**src/rtl/srh_tpi_pkg.sv**
```systemverilog
package srh_tpi_pkg;

    localparam int OFF_W = 16;
    localparam int EB_W  = 18;

    typedef struct packed {
        logic [7:0]       ty;
        logic [7:0]       len;
        logic [7:0]       bl;
        logic [7:0]       tl;
        logic [7:0]       sl;
        logic [OFF_W-1:0] nbytes;
    } tpi_hdr_t;

    // byte offset of the key byte of entry 'tl' inside the TLV area
    function automatic logic [EB_W-1:0] entry_base(input logic [7:0] tl, input logic [7:0] bl);
        return ({10'd0, tl} * ({10'd0, bl} + 18'd1)) + 18'd4;
    endfunction

endpackage

```
**src/rtl/tpi_byte_walker.sv**
```systemverilog
module tpi_byte_walker
    import srh_tpi_pkg::*;
#(
    parameter int MAX_BL = 4
) (
    input  logic                  clk,
    input  logic                  rst_n,
    input  logic                  in_valid,
    input  logic                  in_sop,
    input  logic                  in_last,
    input  logic [7:0]            in_byte,
    output tpi_hdr_t              hdr_o,
    output logic [8*MAX_BL-1:0]   bm_o,
    output logic                  done_o
);
    localparam int BMW = 8 * MAX_BL;

    typedef struct packed {
        logic             active;
        tpi_hdr_t         hdr;
        logic [BMW-1:0]   bm;
    } walk_t;

    walk_t walk_d, walk_q;
    walk_t base;
    logic [EB_W-1:0] off_x, ebase, lim;

    always_comb begin
        base = walk_q;
        if (in_valid && in_sop) begin
            base.active = 1'b1;
            base.hdr    = '0;
            base.bm     = '0;
        end
        walk_d = walk_q;
        done_o = 1'b0;
        off_x  = {2'b00, base.hdr.nbytes};
        ebase  = entry_base(base.hdr.tl, base.hdr.bl);
        lim    = {10'd0, base.hdr.len} + 18'd1;
        if (in_valid && base.active) begin
            walk_d = base;
            case (base.hdr.nbytes)
                16'd0:   walk_d.hdr.ty  = in_byte;
                16'd1:   walk_d.hdr.len = in_byte;
                16'd2:   walk_d.hdr.bl  = in_byte;
                16'd3:   walk_d.hdr.tl  = in_byte;
                default: ;
            endcase
            if (off_x >= 18'd4 && off_x <= lim) begin
                if (off_x == ebase) walk_d.hdr.sl = in_byte;
                for (int b = 0; b < MAX_BL; b++) begin
                    if (b < int'(base.hdr.bl) && off_x == ebase + 18'(b) + 18'd1)
                        walk_d.bm[b*8 +: 8] = in_byte;
                end
            end
            if (base.hdr.nbytes != '1) walk_d.hdr.nbytes = base.hdr.nbytes + 1'b1;
            if (in_last) begin
                walk_d.active = 1'b0;
                done_o        = 1'b1;
            end
        end
        hdr_o = walk_d.hdr;
        bm_o  = walk_d.bm;
    end

    always_ff @(posedge clk or negedge rst_n) begin
        if (!rst_n) walk_q <= '0;
        else        walk_q <= walk_d;
    end

endmodule

```
**src/rtl/tpi_entry_judge.sv**
```systemverilog
module tpi_entry_judge
    import srh_tpi_pkg::*;
#(
    parameter int MAX_BL = 4
) (
    input  tpi_hdr_t              hdr,
    input  logic [8*MAX_BL-1:0]   bm,
    input  logic [7:0]            seg_left,
    input  logic                  tpi_flavor,
    input  logic                  policy_override,
    input  logic [7:0]            ind_type,
    output logic [8*MAX_BL-1:0]   mask,
    output logic [7:0]            tpi_out,
    output logic                  malformed,
    output logic                  unsupported
);
    logic            enabled, is_ind, hit;
    logic [EB_W-1:0] last_off;

    always_comb begin
        enabled     = tpi_flavor || policy_override;
        is_ind      = (hdr.nbytes != '0) && (hdr.ty == ind_type);
        last_off    = entry_base(hdr.tl, hdr.bl) + {10'd0, hdr.bl};
        unsupported = enabled && is_ind && (int'(hdr.bl) > MAX_BL);
        malformed   = enabled && is_ind && !unsupported &&
                      ((last_off > {10'd0, hdr.len} + 18'd1) ||
                       (last_off >= {2'b00, hdr.nbytes}));
        hit         = enabled && is_ind && !unsupported && !malformed &&
                      (hdr.sl == seg_left);
        mask        = hit ? bm : '0;
        if (!is_ind)                    tpi_out = 8'd0;
        else if (hit && hdr.tl != 8'd0) tpi_out = hdr.tl - 8'd1;
        else                            tpi_out = hdr.tl;
    end

endmodule

```
**src/rtl/srh_tpi_select.sv**
```systemverilog
module srh_tpi_select
    import srh_tpi_pkg::*;
#(
    parameter int MAX_BL = 4
) (
    input  logic                  clk,
    input  logic                  rst_n,
    input  logic                  in_valid,
    input  logic                  in_sop,
    input  logic                  in_last,
    input  logic [7:0]            in_byte,
    input  logic [7:0]            seg_left,
    input  logic                  tpi_flavor,
    input  logic                  policy_override,
    input  logic [7:0]            ind_type,
    output logic                  mask_valid,
    output logic [8*MAX_BL-1:0]   tlv_mask,
    output logic [7:0]            tpi_left_out,
    output logic                  malformed,
    output logic                  unsupported
);
    localparam int MASK_W = 8 * MAX_BL;

    typedef struct packed {
        logic              valid;
        logic [MASK_W-1:0] mask;
        logic [7:0]        tpi;
        logic              mal;
        logic              uns;
    } res_t;

    tpi_hdr_t          hdr;
    logic [MASK_W-1:0] bm, j_mask;
    logic              done, j_mal, j_uns;
    logic [7:0]        j_tpi;
    res_t              res_d, res_q;

    tpi_byte_walker #(.MAX_BL(MAX_BL)) i_walker (
        .clk(clk), .rst_n(rst_n), .in_valid(in_valid), .in_sop(in_sop),
        .in_last(in_last), .in_byte(in_byte), .hdr_o(hdr), .bm_o(bm), .done_o(done)
    );

    tpi_entry_judge #(.MAX_BL(MAX_BL)) i_judge (
        .hdr(hdr), .bm(bm), .seg_left(seg_left), .tpi_flavor(tpi_flavor),
        .policy_override(policy_override), .ind_type(ind_type),
        .mask(j_mask), .tpi_out(j_tpi), .malformed(j_mal), .unsupported(j_uns)
    );

    always_comb begin
        res_d = res_q;
        if (in_valid && in_sop) res_d = '0;
        if (done) begin
            res_d.valid = 1'b1;
            res_d.mask  = j_mask;
            res_d.tpi   = j_tpi;
            res_d.mal   = j_mal;
            res_d.uns   = j_uns;
        end
    end

    always_ff @(posedge clk or negedge rst_n) begin
        if (!rst_n) res_q <= '0;
        else        res_q <= res_d;
    end

    assign mask_valid   = res_q.valid;
    assign tlv_mask     = res_q.mask;
    assign tpi_left_out = res_q.tpi;
    assign malformed    = res_q.mal;
    assign unsupported  = res_q.uns;

endmodule

```
**config.mk**
```make
export PLATFORM = sky130hd
export DESIGN_NAME = srh_tpi_select
export DESIGN_NICKNAME = d
export VERILOG_FILES = /design/src/rtl/srh_tpi_pkg.sv /design/src/rtl/tpi_byte_walker.sv /design/src/rtl/tpi_entry_judge.sv /design/src/rtl/srh_tpi_select.sv
export SDC_FILE = /design/constraint.sdc
export NUM_CORES = 1
export LEC_CHECK = 0
export ABC_CLOCK_PERIOD_IN_PS = 12400
export BUFFER_PORTS_ARGS = -buffer_cell sky130_fd_sc_hd__buf_4
export CORE_MARGIN = 8
export CORE_UTILIZATION = 35
export DETAILED_ROUTE_END_ITERATION = 16
export PLACE_DENSITY = 0.51
export SLEW_MARGIN = 20
export SYNTH_ARGS = -nofsm -noshare
export SYNTH_HDL_FRONTEND = slang
export SYNTH_HIERARCHICAL = 1
export SYNTH_SLANG_ARGS = --single-unit
```
**constraint.sdc**
```tcl
create_clock -name clk -period 12.4 [get_ports clk]
set_input_delay 3.1 -clock clk [delete_from_list [all_inputs] [get_ports clk]]
set_output_delay 3.1 -clock clk [all_outputs]
set_load 0.02 [all_outputs]
```
==> out/results.txt, run 1 <==
Status: complete, no violations
Starting Density: 35.18%
Post-CTS Setup Bufs: 0
Final period utilization: 94.97%
Fin. Hold Viols: 0
Synth unique cells: 100
Cells after Synth: 1780
Final nets: 2082
Vias per cell: 5.427
WS Path Type: input pin to flop
Via Count: 13210
HPWL after detailed placement: 37990 um
Share of layout cells above drive strength 1: 9.663%
VDD IR max: 0.0001906 V
Finished layout cell area: 0.01719 mm2
Yosys reg bits: 132
CTS root buf: clkbuf_16
Clock group share of total power: 12.8%
Cts repair resizes: 0
Slew HR: 38.67%
Largest net degree at the start of global routing: 69
First-pass GRT wire length: 74870 um
Pwr Density: 217.6 mW/mm2
Clock skew: 14.77 ps
Register area share after synthesis: 21.37%
Gpl congestion: 0.8895
Top_reg_cell synth: dfrtp_1
Synth top area share: 21.37%
DR pass1 iterations: 5
Async set-or-reset flop fraction in the synthesized netlist: 100.0%
Syn nets: 2033
Comb pwr share: 71.7%
Core region area: 0.04393 mm2
Switching share of power: 51.98%
Slew Limit Fails: 0
EDFF count, synth: 0
Antenna Cells: 0
Worst-margin pin slew: 913.4 ps
Internal power: 0.001796 W
Worst Path Max Fanout: 49
Die ar.: 0.05113 mm2
Grt ovf: 0
Crit path largest cell delay: 730 ps
Synth Cell Area: 0.01545 mm2
Worst path required time: 12760 ps
Pwr Total: 0.003740 W
Synthesized area per cell: 8.682 um2
CTS sink cnt: 132
Post-Route WL: 47180 um
RSZ-0062 raised after global routing: no
Cell mode on critical path: fa_1
Worst-Skew Late Latency: 420 ps
Input/output buffers: 73
CP arrival: 12130 ps
Routed Antenna Nets: 0
Hold Crit Class: flop to flop
GRT Overall Usage: 18.46%
DRC: 0
Buf+Inv Stages, Crit Path: 4
Max Fclk: 0.08491 GHz
Yosys warns: 6
CTS tree: done
Final setup violation count: 0
Placed Area: 0.01663 mm2
Fin crit period: 11780 ps
CTS buffer count: 17
Vias in the first global route: 13110
Largest cells by area after synthesis: dfrtp_1, fa_1, ha_1
CP max stage cell: xnor2_1
Area growth from synthesis to layout: 11.21%
Leakage: 8.018 nW
Average wire per standard cell: 19.39 um
NetSw: 0.001944 W
Max-Cap Viols: 0
Initial DRC Count: 935
TNS Setup: 0 ps
CP startpoint kind: input pin
I/O Pins: 74
Synth area leader: dfrtp_1
Row count: 77
CTS Buffer Depth: 2
Clock slew at reported path FFs: 70 ps
Die width: 226.1 um
Hold buffers post-CTS: 0
Htree depth: 4
Sequential power share: 15.5%
Kind of end point of the critical path: flop
CP delay by family, top: simple AND/OR/NAND/NOR gates
Initial antenna violation count: 0
Die Ht: 226.1 um
registers in the layout (all words and copies together), names as in the netlist:
| name | count |
|---|---|
| i_walker/walk_q | 89 |
| malformed | 1 |
| mask_valid | 1 |
| tlv_mask | 32 |
| tpi_left_out | 8 |
| unsupported | 1 |
synthesized netlist by cell type (9+ instances only):
cell / instances
fa_1: 94
xor2_1: 50
buf_6: 9
and3_1: 27
inv_1: 172
and4_1: 10
xnor2_1: 94
ha_1: 128
nand3_1: 59
a21o_1: 11
nor3_1: 40
o21a_1: 11
dfrtp_1: 132
o21ai_0: 45
nand4_1: 26
mux2i_1: 19
o31ai_1: 13
o21ai_1: 10
a21oi_1: 61
and2b_1: 21
nor2_1: 100
a31oi_1: 9
or3_1: 11
nand2_1: 187
nor4_1: 22
nor2b_1: 36
a22o_1: 80
and2_1: 83
clkbuf_1: 55
stage by stage:
step | utilization (%) | std cells | worst slack [ps] | hold WS, ps
global placement | 37.85 | 2402 | 332.6 | 463.6
detailed placement | 37.85 | 2402 | 220.1 | 474.7
CTS | 39.12 | 2434 | 651.7 | 494.3
global route | 39.12 | 2434 | 16.79 | 506.0
finish | 39.12 | 2434 | 623.4 | 488.7
floorplan | - | 1780 | 306.2 | 457.5
metal layers:
metal  routed length [um]  track usage (%)  part of all wire [%]  up-vias
li1                     -                -                     -     6248
met1                22180            25.76                    47     6541
met2                22060            30.22                    47      376
met3                 2269            2.623                   4.8       44
met4                  680            3.666                   1.4        0
met5                    0                0                     0        -
worst register-to-register path, delay by kind of cell, from the launching register on:
family	cells	cell delay, ps
compound gates	7	1640
xor+xnor	3	1100
fa+ha+maj	5	2490
buf+inv	2	260
flops	1	720
simple gates	12	3580
power by group through the flow:
stage	Sequential, W	Combinational [W]	Clock [W]
floorplan	0.000534	0.00202	0
global route	0.000586	0.00302	0.000505
detailed placement	0.000583	0.00267	0
global placement	0.000583	0.00265	0
CTS	0.000576	0.00269	0.000487
finish	0.000579	0.00268	0.000479
cells by family (layout without fill, tap and decap cells):
kind of cell,Yosys count,after routing,synth area share [%]
simple gates,681,681,23.61
other cells,1,1,0.02427
mux,22,22,1.449
xor+xnor,152,152,9.246
compound gates,321,321,15.21
flops,132,132,21.37
buf+inv,249,311,6.550
fa+ha+maj,222,222,22.54
placed cells by master, fill, tap and decap left out, types with 40 or more instances in the layout:
cell,synthesis,layout
xor2_1,50,50
nor3_1,40,40
nor2_1,100,100
dfrtp_1,132,132
inv_1,172,172
nand3_1,59,59
fa_1,94,94
and2_1,83,83
nand2_1,187,186
xnor2_1,94,94
a21oi_1,61,61
buf_4,0,104
o21ai_0,45,44
ha_1,128,128
a22o_1,80,80
worst paths after layout:
kind                                startpoint                   to  slack [ps]  depth (start not counted)
setup / recovery                      in_valid      tpi_left_out[3]         620                         28
hold / removal             i_walker/walk_q[30]  i_walker/walk_q[30]         490                          1
setup reg to reg           i_walker/walk_q[64]      tpi_left_out[3]        2560                         29
hold reg to reg            i_walker/walk_q[30]  i_walker/walk_q[30]         490                          1
max in group asynchronous                rst_n  i_walker/walk_q[46]        8400                          2
min in group asynchronous                rst_n           mask_valid        2680                          1
final cells by class:
cell class	count	area, um2
Clock inverter	14	117.6
Multi-Input combinational cell	1399	11140
Tap cell	592	740.7
Timing Repair Buffer	105	792.0
Sequential cell	132	3303
Clock buffer	18	439.2
Inverter	174	653.1
Fill cell	4514	26750
(Power assumes the default switching activity.)
==> run 2, diff against run 1 <==
--- a/config.mk
+++ b/config.mk
@@ -8,9 +8,11 @@
 export ABC_CLOCK_PERIOD_IN_PS = 12400
 export BUFFER_PORTS_ARGS = -buffer_cell sky130_fd_sc_hd__buf_4
 export CORE_MARGIN = 8
-export CORE_UTILIZATION = 35
+export CORE_UTILIZATION = 45
+export CTS_CLUSTER_SIZE = 20
 export DETAILED_ROUTE_END_ITERATION = 16
-export PLACE_DENSITY = 0.51
+export PLACE_DENSITY = 0.62
+export SKIP_LAST_GASP = 1
 export SLEW_MARGIN = 20
 export SYNTH_ARGS = -nofsm -noshare
 export SYNTH_HDL_FRONTEND = slang
==> run 2 against run 1 <==
Cell area down 1.2%; combinational power is essentially flat; total power increased by 0.78%; count of clock-buffer cells in the layout is 1 lower; critical endpoint unchanged; global-route usage increased by 3.4 points; hold slack got worse by 7.3 ps; largest cell class unchanged; register-to-register slack lost 130 ps; non-clock buffer count fell by 11; setup slack lost 63 ps; core utilization grew 11 points.
==> out/results.txt, run 2 (synthesis results as in run 1) <==
Max reg flops: 89 (unchanged)
Final setup violation count: 0 (unchanged)
I/O Pins: 74 (unchanged)
Pwr Density: 221.8 mW/mm2 (+2.0%)
Cts repair resizes: 0 (unchanged)
Routed Antenna Nets: 0 (unchanged)
Area growth from synthesis to layout: 9.926%
VDD IR max: 0.0001270 V (-33%)
Comb pwr share: 70.7% (-1.0 points)
Post-route setup slack: 560.1 ps (-63.33 ps)
Row count: 68 (-12%)
GRT Overall Usage: 21.87% (+3.4 points)
Status: complete, no violations
CP max stage cell: xnor2_1
CP delay by family, top: simple AND/OR/NAND/NOR gates
Leakage: 7.994 nW (-0.30%)
CTS tree: done
Commonest non-fill, non-tap cell in the layout: nand2_1
CTS root buf: clkbuf_16
Sequential power share: 15.3% (-0.2 points)
CTS sink cnt: 132 (unchanged)
Grt ovf: 0 (unchanged)
M1 GR Usage: 30.77% (+5.0 points)
Average wire per standard cell: 19.63 um (+1.3%)
Htree depth: 4 (unchanged)
Gpl congestion: 0.9236 (+3.8%)
WS Path Type: input pin to flop
Clock skew: 13.31 ps (-1.460 ps)
Die width: 201.3 um (-11%)
Vias in the first global route: 13280 (+1.3%)
Final period utilization: 95.48% (+0.51 points)
CTS buffer count: 17 (unchanged)
Post-CTS Setup Bufs: 0 (unchanged)
Share of layout cells above drive strength 1: 9.121% (-0.54 points)
CP arrival: 12200 ps (+70 ps)
Number of fill cells in the layout: 3270 (-28%)
Setup Slack @ Placement: 263.8 ps (+43.67 ps)
Post-Route WL: 44880 um (-4.9%)
Top reg by flops: i_walker/walk_q
Crit path largest cell delay: 740 ps (about the same)
Commonest cells after routing, fill and taps aside: nand2_1, inv_1, dfrtp_1, ha_1, nor2_1
Initial antenna violation count: 0 (unchanged)
CP startpoint kind: input pin
Clock slew at reported path FFs: 70 ps (about the same)
TNS Setup: 0 ps (unchanged)
Antenna Cells: 0 (unchanged)
CTS Buffer Depth: 2 (unchanged)
Largest net degree at the start of global routing: 86 (+25%)
Hold Crit Class: flop to flop
Core region area: 0.03420 mm2 (-22%)
First-pass GRT wire length: 72570 um (-3.1%)
DRC: 0 (unchanged)
Starting Density: 45.18% (+10 points)
Cell mode on critical path: fa_1
Worst path required time: 12760 ps (about the same)
Worst Path Max Fanout: 68 (+39%)
RSZ-0062 raised after global routing: no
Input/output buffers: 73 (unchanged)
Die Ht: 201.3 um (-11%)
HPWL after detailed placement: 35150 um (-7.5%)
Fin crit period: 11840 ps (+63.33 ps)
DR pass1 iterations: 5 (unchanged)
Internal power: 0.001803 W (+0.42%)
Die ar.: 0.04053 mm2 (-21%)
Placed insts: 2254 (-6.2%)
Gr busiest metal: met2
Max-Cap Viols: 0 (unchanged)
Final nets: 2071 (-0.53%)
Switching share of power: 52.16% (+0.17 points)
Hold buffers post-CTS: 0 (unchanged)
Worst-Skew Late Latency: 420 ps (about the same)
Clock group share of total power: 14.0% (+1.2 points)
Initial DRC Count: 956 (+2.2%)
Slew Limit Fails: 0 (unchanged)
Kind of end point of the critical path: flop
Buf+Inv Stages, Crit Path: 4 (unchanged)
Setup slack, reg-to-reg: 2430 ps (-130 ps)
Worst-margin pin slew: 935.1 ps (+21.67 ps)
Routing usage on met2: 34.82% (+4.6 points)
Met3 Use GR: 2.798% (+0.18 points)
NetSw: 0.001966 W (+1.1%)
Fin. Hold Viols: 0 (unchanged)
Final cell count without fillers: 2286 (-6.1%)
Via Count: 13280 (+0.52%)
Max Fclk: 0.08446 GHz (-0.53%)
Vias per cell: 5.808 (+7.0%)
Slew HR: 37.39% (-1.3 points)
-- run 2: changes by cell type in the layout (fill, tap and decap cells not counted) --
cell        previous run  this run
inv_8                  3         6
bufinv_16              0         2
clkinv_4               0         1
clkinv_2               2         0
inv_6                  5         4
buf_4                104        93
clkinvlp_4             4         2
clkbuf_8               1         0
-- run 2: through the flow --
stage          hold slack, ps  util, %  cell area, um2  power [W]
5_1_grt                 499.8    49.67           16990   0.004106
3_3_place_gp            462.3    47.88           16380   0.003154
3_5_place_dp            471.5    47.88           16380   0.003207
2_1_floorplan           457.5        -           15450   0.002556
6_report                481.5    49.67           16990   0.003769
4_1_cts                 487.1    49.67           16990   0.003752
-- run 2: path summary, 6_finish.rpt --
| path | startpoint | end | depth (start not counted) |
|---|---|---|---|
| max in group asynchronous | rst_n | i_walker/walk_q[56] | 2 |
| min in group asynchronous | rst_n | tlv_mask[25] | 1 |
| min | mask_valid | mask_valid | 1 |
| max reg2reg | i_walker/walk_q[44] | tpi_left_out[3] | 35 |
| min reg2reg | mask_valid | mask_valid | 1 |
| max | in_valid | tpi_left_out[3] | 28 |
-- run 2: power groups by stage --
stage / logic [W] / clock network [W] / registers (W)
2_1_floorplan: 0.00202 / 0 / 0.000534
3_3_place_gp: 0.00258 / 0 / 0.000577
3_5_place_dp: 0.00263 / 0 / 0.000578
4_1_cts: 0.00265 / 0.000536 / 0.000571
5_1_grt: 0.00297 / 0.000555 / 0.000581
6_report: 0.00266 / 0.000529 / 0.000576
-- run 2: layout make-up --
type | count | area (um2) | share of cell area, %
Clock inverter | 15 | 186.4 | 1.097
Sequential cell | 132 | 3303 | 19.44
Tap cell | 455 | 569.3 | 3.351
Clock buffer | 17 | 425.4 | 2.504
Multi-Input combinational cell | 1399 | 11140 | 65.58
Timing Repair Buffer | 94 | 709.4 | 4.176
Inverter | 174 | 653.1 | 3.845
-- run 2: routing by layer --
layer | part of all wire, % | wire, um | up-vias
met5 | 0 | 0 | -
li1 | - | - | 6237
met4 | 2.2 | 989 | 0
met1 | 47 | 20900 | 6551
met3 | 5.3 | 2399 | 78
met2 | 46 | 20590 | 412
